$ cat config.mk
export PLATFORM = sky130hd
export DESIGN_NAME = conv_stage_seq
export DESIGN_NICKNAME = d
export VERILOG_FILES = /design/src/rtl/seq_pkg.sv /design/src/rtl/stage_ctrl.sv /design/src/rtl/sample_avg.sv /design/src/rtl/result_bank.sv /design/src/rtl/conv_stage_seq.sv
export SDC_FILE = /design/constraint.sdc
export NUM_CORES = 1
export LEC_CHECK = 0
export BUFFER_PORTS_ARGS = -buffer_cell sky130_fd_sc_hd__buf_2
export CORE_ASPECT_RATIO = 1.5
export CORE_UTILIZATION = 50
export DETAILED_ROUTE_END_ITERATION = 8
export MAX_ROUTING_LAYER = met4
export PLACE_DENSITY = 0.74
export SLEW_MARGIN = 25
export SYNTH_ARGS = -nofsm -noshare
export SYNTH_HDL_FRONTEND = slang
export SYNTH_SLANG_ARGS = --single-unit
$ cat constraint.sdc
create_clock -name clk_i -period 9.9 [get_ports clk_i]
set_input_delay 0.99 -clock clk_i [delete_from_list [all_inputs] [get_ports clk_i]]
set_output_delay 0.99 -clock clk_i [all_outputs]
set_load 0.01 [all_outputs]
$ cat src/rtl/seq_pkg.sv
package seq_pkg;
  typedef enum logic [0:0] {ST_IDLE, ST_RUN} seq_state_e;
  localparam logic [1:0] MUX_BIAS = 2'b11;
endpackage

$ cat src/rtl/stage_ctrl.sv
module stage_ctrl
  import seq_pkg::*;
#(
  parameter int NUM_STAGES = 8,
  parameter int LAST_W     = 4,
  localparam int STG_W     = $clog2(NUM_STAGES)
) (
  input  logic             clk_i,
  input  logic             rst_ni,
  input  logic             start_i,
  input  logic [LAST_W-1:0] last_stage_i,
  input  logic [1:0]       decim_i,
  input  logic             stage_done_i,
  output logic             run_o,
  output logic [STG_W-1:0] stage_o,
  output logic [1:0]       decim_o,
  output logic             wr_en_o,
  output logic             seq_done_o
);
  localparam logic [LAST_W-1:0] LAST_MAX = LAST_W'(NUM_STAGES - 1);

  seq_state_e       state_q;
  logic [STG_W-1:0] stage_q, last_q, last_eff;
  logic [1:0]       dec_q;
  logic             pend_q, done_q;
  logic             run, end_seq, seq_go;

  assign run      = (state_q == ST_RUN);
  assign last_eff = (last_stage_i > LAST_MAX) ? STG_W'(LAST_MAX) : STG_W'(last_stage_i);
  assign end_seq  = run && stage_done_i && (stage_q == last_q);
  assign seq_go   = (!run && start_i) || (end_seq && (pend_q || start_i));

  always_ff @(posedge clk_i or negedge rst_ni) begin
    if (!rst_ni) begin
      state_q <= ST_IDLE;
      stage_q <= '0;
      last_q  <= '0;
      dec_q   <= '0;
      pend_q  <= 1'b0;
      done_q  <= 1'b0;
    end else begin
      done_q <= end_seq;
      if (seq_go) begin
        state_q <= ST_RUN;
        stage_q <= '0;
        last_q  <= last_eff;
        dec_q   <= decim_i;
        pend_q  <= 1'b0;
      end else if (end_seq) begin
        state_q <= ST_IDLE;
        stage_q <= '0;
        pend_q  <= 1'b0;
      end else begin
        if (run && stage_done_i) stage_q <= stage_q + 1'b1;
        if (run && start_i)      pend_q  <= 1'b1;
      end
    end
  end

  assign run_o      = run;
  assign stage_o    = stage_q;
  assign decim_o    = dec_q;
  assign wr_en_o    = run && stage_done_i;
  assign seq_done_o = done_q;

  // never past the captured last stage
  a_r2_stage_le_last: assert property (@(posedge clk_i) disable iff (!rst_ni)
    run |-> stage_q <= last_q);
  // done is a single-cycle pulse
  a_r6_single_done: assert property (@(posedge clk_i) disable iff (!rst_ni)
    seq_done_o |=> !seq_done_o);
  // held request restarts immediately
  a_r9_pend_restart: assert property (@(posedge clk_i) disable iff (!rst_ni)
    (end_seq && pend_q) |=> (run && stage_q == '0));
endmodule

$ cat src/rtl/sample_avg.sv
module sample_avg #(
  parameter int SAMP_W      = 16,
  parameter int DEC_LOG_MAX = 8,
  localparam int CNT_W      = $clog2(3 * (1 << DEC_LOG_MAX)),
  localparam int ACC_W      = SAMP_W + CNT_W,
  localparam int SH_W       = $clog2(DEC_LOG_MAX + 1),
  localparam int QIN_W      = SAMP_W + 2,
  localparam int DIV_SH     = SAMP_W + 3,
  localparam int PROD_W     = QIN_W + DIV_SH + 1
) (
  input  logic              clk_i,
  input  logic              rst_ni,
  input  logic              en_i,
  input  logic              valid_i,
  input  logic [SAMP_W-1:0] samp_i,
  input  logic [1:0]        decim_i,
  output logic              done_o,
  output logic [SAMP_W-1:0] avg_o
);
  // ceil(2^DIV_SH / 3): exact floor division by 3 for inputs below 2^QIN_W
  localparam logic [PROD_W-1:0] RECIP = PROD_W'(((64'd1 << DIV_SH) / 64'd3) + 64'd1);

  logic [ACC_W-1:0]  acc_q, sum;
  logic [CNT_W-1:0]  cnt_q, last_cnt;
  logic [SH_W-1:0]   sh;
  logic [QIN_W-1:0]  shifted;
  logic [PROD_W-1:0] prod;
  logic              take;

  always_comb begin
    unique case (decim_i)
      2'b00:   sh = SH_W'(DEC_LOG_MAX);
      2'b01:   sh = SH_W'(DEC_LOG_MAX - 1);
      default: sh = SH_W'(DEC_LOG_MAX - 2);
    endcase
    last_cnt = CNT_W'((32'd3 << sh) - 32'd1);
  end

  assign take    = en_i && valid_i;
  assign done_o  = take && (cnt_q == last_cnt);
  assign sum     = acc_q + ACC_W'(samp_i);
  assign shifted = QIN_W'(sum >> sh);
  assign prod    = PROD_W'(shifted) * RECIP;
  assign avg_o   = SAMP_W'(prod >> DIV_SH);

  always_ff @(posedge clk_i or negedge rst_ni) begin
    if (!rst_ni) begin
      acc_q <= '0;
      cnt_q <= '0;
    end else if (take) begin
      if (done_o) begin
        acc_q <= '0;
        cnt_q <= '0;
      end else begin
        acc_q <= sum;
        cnt_q <= cnt_q + 1'b1;
      end
    end
  end

  // nothing accumulates without an accepted sample
  a_r8_idle_hold: assert property (@(posedge clk_i) disable iff (!rst_ni)
    !take |=> (acc_q == $past(acc_q) && cnt_q == $past(cnt_q)));
  // counter stays inside the stage length
  a_r3_cnt_bound: assert property (@(posedge clk_i) disable iff (!rst_ni)
    en_i |-> cnt_q <= last_cnt);
endmodule

$ cat src/rtl/result_bank.sv
module result_bank #(
  parameter int NUM_STAGES = 8,
  parameter int SAMP_W     = 16,
  localparam int STG_W     = $clog2(NUM_STAGES)
) (
  input  logic                         clk_i,
  input  logic                         rst_ni,
  input  logic                         wr_en_i,
  input  logic [STG_W-1:0]             wr_idx_i,
  input  logic [SAMP_W-1:0]            wr_data_i,
  output logic [NUM_STAGES*SAMP_W-1:0] results_o
);
  logic [NUM_STAGES-1:0] wr_sel;

  for (genvar i = 0; i < NUM_STAGES; i++) begin : g_slot
    logic [SAMP_W-1:0] res_q;
    assign wr_sel[i] = wr_en_i && (wr_idx_i == STG_W'(i));
    always_ff @(posedge clk_i or negedge rst_ni) begin
      if (!rst_ni)        res_q <= '0;
      else if (wr_sel[i]) res_q <= wr_data_i;
    end
    assign results_o[i*SAMP_W +: SAMP_W] = res_q;
  end

  // at most one slot written, and nothing moves without a write
  a_r5_one_slot: assert property (@(posedge clk_i) disable iff (!rst_ni)
    $onehot0(wr_sel));
  a_r5_hold: assert property (@(posedge clk_i) disable iff (!rst_ni)
    !wr_en_i |=> $stable(results_o));
endmodule

$ cat src/rtl/conv_stage_seq.sv
module conv_stage_seq
  import seq_pkg::*;
#(
  parameter int NUM_STAGES  = 8,
  parameter int NUM_INPUTS  = 8,
  parameter int SAMP_W      = 16,
  parameter int LAST_W      = 4,
  parameter int DEC_LOG_MAX = 8,
  localparam int STG_W      = $clog2(NUM_STAGES),
  localparam int MUX_W      = 2 * NUM_INPUTS
) (
  input  logic                         clk_i,
  input  logic                         rst_ni,
  input  logic                         start_i,
  input  logic                         samp_valid_i,
  input  logic [SAMP_W-1:0]            samp_i,
  input  logic [LAST_W-1:0]            last_stage_i,
  input  logic [1:0]                   decim_i,
  input  logic [NUM_STAGES*MUX_W-1:0]  mux_cfg_i,
  output logic [STG_W-1:0]             stage_o,
  output logic [MUX_W-1:0]             mux_sel_o,
  output logic [NUM_STAGES*SAMP_W-1:0] results_o,
  output logic                         seq_done_o
);
  logic              run, stage_done, wr_en;
  logic [1:0]        dec_act;
  logic [SAMP_W-1:0] avg;

  stage_ctrl #(.NUM_STAGES(NUM_STAGES), .LAST_W(LAST_W)) u_ctrl (
    .clk_i, .rst_ni, .start_i, .last_stage_i, .decim_i,
    .stage_done_i(stage_done), .run_o(run), .stage_o, .decim_o(dec_act),
    .wr_en_o(wr_en), .seq_done_o
  );

  sample_avg #(.SAMP_W(SAMP_W), .DEC_LOG_MAX(DEC_LOG_MAX)) u_avg (
    .clk_i, .rst_ni, .en_i(run), .valid_i(samp_valid_i), .samp_i,
    .decim_i(dec_act), .done_o(stage_done), .avg_o(avg)
  );

  result_bank #(.NUM_STAGES(NUM_STAGES), .SAMP_W(SAMP_W)) u_bank (
    .clk_i, .rst_ni, .wr_en_i(wr_en), .wr_idx_i(stage_o),
    .wr_data_i(avg), .results_o
  );

  assign mux_sel_o = run ? mux_cfg_i[stage_o*MUX_W +: MUX_W] : {NUM_INPUTS{MUX_BIAS}};

  // a finished pass leaves the stage index at 0
  a_r2_home_after_done: assert property (@(posedge clk_i) disable iff (!rst_ni)
    seq_done_o |-> stage_o == '0);
endmodule

Word level (Yosys, flattened, before mapping)
Index checks and enable logic that the tools add are counted.

Flip-flop bits (word level): 175. Input port bits: 154. Output and inout bits: 148. Word-level logic and storage cells: 71.

Add/subtract/negate cells: 4. Multiply operators: 1. Order comparisons: 1. Equality and inequality tests: 10. Shift-type cells: 3. Mux-type cells: 13. Reductions and logical operators: 23.

Operator list (count): $shiftx 128x8->16 (1); $mul 18x18->35 const B (1); $add 26x16->26 (1); $mux 26 (1); $shr 26x4->18 (1); $mux 16 (1); $logic_and 1x1->1 (15); $eq 3x3->1 const B (4); $mux 3 (4); $add 10x1->10 const B (1); $eq 10x10->1 (1); $mux 10 (1); $shl 2x4->10 const A (1); $sub 10x1->10 const B (1); $pmux 4 s2 (1); $eq 3x2->1 const B (2); $reduce_bool 3->1 (2); $mux 1 (5); $gt 4x3->1 const B (1); $add 3x1->3 const B (1); $eq 3x1->1 const B (1); $eq 3x3->1 (1); $logic_not 3->1 (1); $eq 2x1->1 const B (1); other kinds (4) (5).

Depth between registers and ports, before layout
Depth in word-level cells: 11. Mapped depth: 32. Gate-level depth less buffers: 31.

Cells and area by module
Synthesis repeated with hierarchy kept, for this count alone.

Cells, all modules: 1389. Area, all modules: 15245.9 um2.

Modules (own cells, without submodules): sample_avg (instances 1, cells each 933, area an instance 8539.4 um2, sequential area each 900.9 um2); result_bank (instances 1, cells each 279, area an instance 4914.7 um2, sequential area each 3203.1 um2); conv_stage_seq (instances 1, cells each 130, area an instance 1217.4 um2, sequential area each 0.0 um2); stage_ctrl (instances 1, cells each 47, area an instance 574.3 um2, sequential area each 275.3 um2).

Worst setup path after synthesis
OpenSTA, ideal clock, no wires.

Path type: input to register. Start point: in samp_i[0]. End point: reg u_bank.g_slot[0].res_q[12]. Library setup time: 0.153 ns. Arrival time: 8.567 ns. Required time: 9.747 ns. Slack: 1.180 ns. Cell stages on the path: 28. Buffers on the path: 1. Path through: ha_1 > inv_1 > fa_1 > nor2b_1 > o31ai_1 > a2111oi_1 > or2_2 > clkbuf_1 > nand4_1 > xor2_1 > mux2_2 > mux2i_1 > ha_1 > ha_1 > fa_1 > fa_1 > fa_1 > inv_1 > fa_1 > inv_1 > ha_1 > a221o_1 > a221oi_4 > a21oi_2 > or3_1 > nand3_1 > mux2i_1 > a41oi_1.

Word-level cells in the longest chain between the ends: 3.

RTL lines: start: declaration (line conv_stage_seq.sv:16) `input logic [SAMP_W-1:0] samp_i,`; $add 26x16->26 (line sample_avg.sv:41) `assign sum = acc_q + ACC_W'(samp_i);`; $shr 26x4->18 (line sample_avg.sv:42) `assign shifted = QIN_W'(sum >> sh);`; $mul 18x18->35 (line sample_avg.sv:43) `assign prod = PROD_W'(shifted) * RECIP;`; end signal: assignment (line result_bank.sv:20) `else if (wr_sel[i]) res_q <= wr_data_i;`; end: declaration (line result_bank.sv:16) `logic [SAMP_W-1:0] res_q;`.

Every way passes these cells. A chain may end at the register's enable or synchronous reset.

Worst setup path after layout
Start point: in samp_i[0]. End point: reg u_bank.g_slot[3].res_q[14].

Word-level cells in the longest chain between the ends: 3.

RTL lines (line): $add 26x16->26 (sample_avg.sv:41); $shr 26x4->18 (sample_avg.sv:42); $mul 18x18->35 (sample_avg.sv:43); end signal: assignment (result_bank.sv:20); end: declaration (result_bank.sv:16).

Every way passes these cells.

==> run metrics <==
vias in the first global route=12800; Yosys top cell area share=0.288; nets=2325; Core Region=0.0297 mm2; cts repair resizes=0; yosys warns=0; Post-CTS Setup Inserts=0; worst endpoint data arrival time=9.39 ns; GRT Total Usage=0.298; DRT iter0 DRCs=632; CTS root buf=clkbuf_16; Final Hold Violating Endpoints=0; Num CTS Buffers=17; Hold WC Path Type=reg2reg; layout cells sized above 1=0.222; RSZ-0062 raised after global routing=no; # DRC=0; CTS tree=built; Ports=302; global-route wire length before repair=68.1 mm; vias per cell=5.54; family with the most delay on the worst path=adder cells; DR vias=12700; dpl cells=2262; Filler Cells Inserted=2616; Setup CP Type=in2reg; Clock Path Buffers=2; Setup violations, final=0; Crit-path slowest cell=a2111oi_1; status=finished clean; top-count cell post-synth=inv_1; Post-synth EDFFs=0; Pre-antenna DRT Iters=5; Slew headroom=0.244; Peak Freq=110 MHz; Crit path largest cell delay=0.68 ns; Inserted Diodes=0; top cells by count, synth=230 x inv_1, 212 x nand2_1, 177 x ha_1, 175 x dfrtp_1, 145 x o21ai_0; row count=77; initial core utilization=0.512; DIE AREA=0.0311 mm2; ys async rst share=1.00; largest net degree at the start of global routing=90; drt total wl=43.5 mm; predominant post-synthesis flop cell=dfrtp_1; dpl hpwl=35.4 mm; Worst Setup Start Kind=input port; Final Util=0.602; Post-Syn Area=0.0152 mm2; Placer Congestion=0.975; pin slew with the least headroom to its limit=1.13 ns; Worst Path Buf+Inv=6; Cell variety after synth=67; Max Transition Viols Final=0; cells after synthesis=1603; Syn Area/Cell=9.48 um2; Post-Syn Nets=2042; initial antenna violation count=0; period utilization=0.920; die width=144 um; antenna viol nets, final=0; Buffers on Ports=301; non-filler cells, final=2293; largest cells by area after synthesis=dfrtp_1 29%, ha_1 15%, fa_1 14%; skew final=0.0134 ns; gr ovfl total=0; Final Critical Period=9.10 ns; maxcap violations=0; setup_tns=0 ns; FF+latch count, synth=175; Critical Path RT=10.19 ns; clock sink total=175; sequential area share after synthesis=0.288; # H-tree levels=4; top cell type by total area after synthesis=dfrtp_1; clock-pin slew on the worst setup and hold paths=0.07 ns; DIE HEIGHT=216 um; worst-path fanout max=8; Crit. End Element=register; Skew-Pair Late Insertion Delay=0.45 ns; wire length per cell=19.0 um; cts hold-fix bufs=0; Layout Area Growth over Synthesis=17.5%
logic make-up (layout without fill, tap and decap cells):
logic type	after synthesis	count (layout)	share of synthesized area
AND/OR/NAND/NOR	407	407	0.120
AO/OA/AOI/OAI	320	320	0.129
buffers and inverters	299	594	0.0744
adder cells (fa/ha/maj)	285	285	0.288
flip-flops	175	175	0.288
multiplexers	68	68	0.0720
XOR/XNOR	49	49	0.0292
final timing paths:
check / cells after the start / slack [ns] / end / start
setup / recovery: 31 / 0.80 / u_bank.g_slot[3].res_q[14]$_DFFE_PN0P_ / samp_i[0]
hold / removal: 2 / 0.47 / u_bank.g_slot[3].res_q[5]$_DFFE_PN0P_ / u_bank.g_slot[3].res_q[5]$_DFFE_PN0P_
setup reg to reg: 30 / 1.04 / u_bank.g_slot[3].res_q[14]$_DFFE_PN0P_ / u_avg.acc_q[0]$_DFFE_PN0P_
hold reg to reg: 2 / 0.47 / u_bank.g_slot[3].res_q[5]$_DFFE_PN0P_ / u_bank.g_slot[3].res_q[5]$_DFFE_PN0P_
max in group asynchronous: 4 / 8.09 / u_ctrl.stage_o[0]$_DFFE_PN0P_ / rst_ni
min in group asynchronous: 1 / 0.62 / u_bank.g_slot[3].res_q[8]$_DFFE_PN0P_ / rst_ni
metal layers:
layer	vias to the layer above	track usage	wire length, um
met4	0	0.152	2250
met3	116	0.0426	2220
met5	-	-	0
met2	392	0.509	22300
li1	5996	-	-
met1	6208	0.334	16700
layout make-up:
type | count | area (um2) | area share
Tap cell | 395 | 494 | 0.0277
Multi-Input combinational cell | 1129 | 9710 | 0.544
Sequential cell | 175 | 4380 | 0.245
Clock inverter | 12 | 178 | 0.00995
Timing Repair Buffer | 332 | 1780 | 0.0996
Clock buffer | 19 | 453 | 0.0254
Inverter | 231 | 867 | 0.0486
per-stage QoR:
| step | worst slack, ns | hold slack [ns] | instance area, um2 |
|---|---|---|---|
| after floorplan | 1.18 | 0.447 | 15200 |
| after global routing | 0.252 | 0.490 | 17900 |
| final | 0.797 | 0.474 | 17900 |
| after detailed placement | 0.388 | 0.465 | 17200 |
| after global placement | 0.557 | 0.456 | 17200 |
| after CTS | 0.837 | 0.480 | 17900 |
layout by cell type (no fill, tap or decap), types with 13 or more instances in the layout:
cell / instances
nor2_1: 67
a21oi_1: 57
buf_4: 29
inv_1: 230
buf_2: 300
mux2i_1: 25
fa_1: 108
and3_1: 13
xnor2_1: 24
clkbuf_16: 17
ha_1: 177
nand3_1: 40
xor2_1: 21
nand2_1: 212
dfrtp_1: 174
o21a_1: 13
a21o_1: 14
o21ai_0: 145
mux4_2: 32
nor3_1: 16
o31ai_1: 13
worst min-delay path, stage by stage (launching register included):
cell     delay (ns)
dfrtp_1        0.34
nand2_1        0.04
o21ai_0        0.05
sequential cells by signal (all words and copies together), names as in the netlist:
signal,count
u_ctrl.stage_o,3
u_bank.g_slot.res_q,128
u_ctrl.pend_q,1
u_avg.acc_q,26
u_ctrl.last_q,3
u_avg.cnt_q,10
u_ctrl.seq_done_o,1
u_ctrl.decim_o,2
u_ctrl.run_o,1
Power is not shown: default switching activity piles up to over one toggle a cycle in this logic, so the estimate is an artifact.
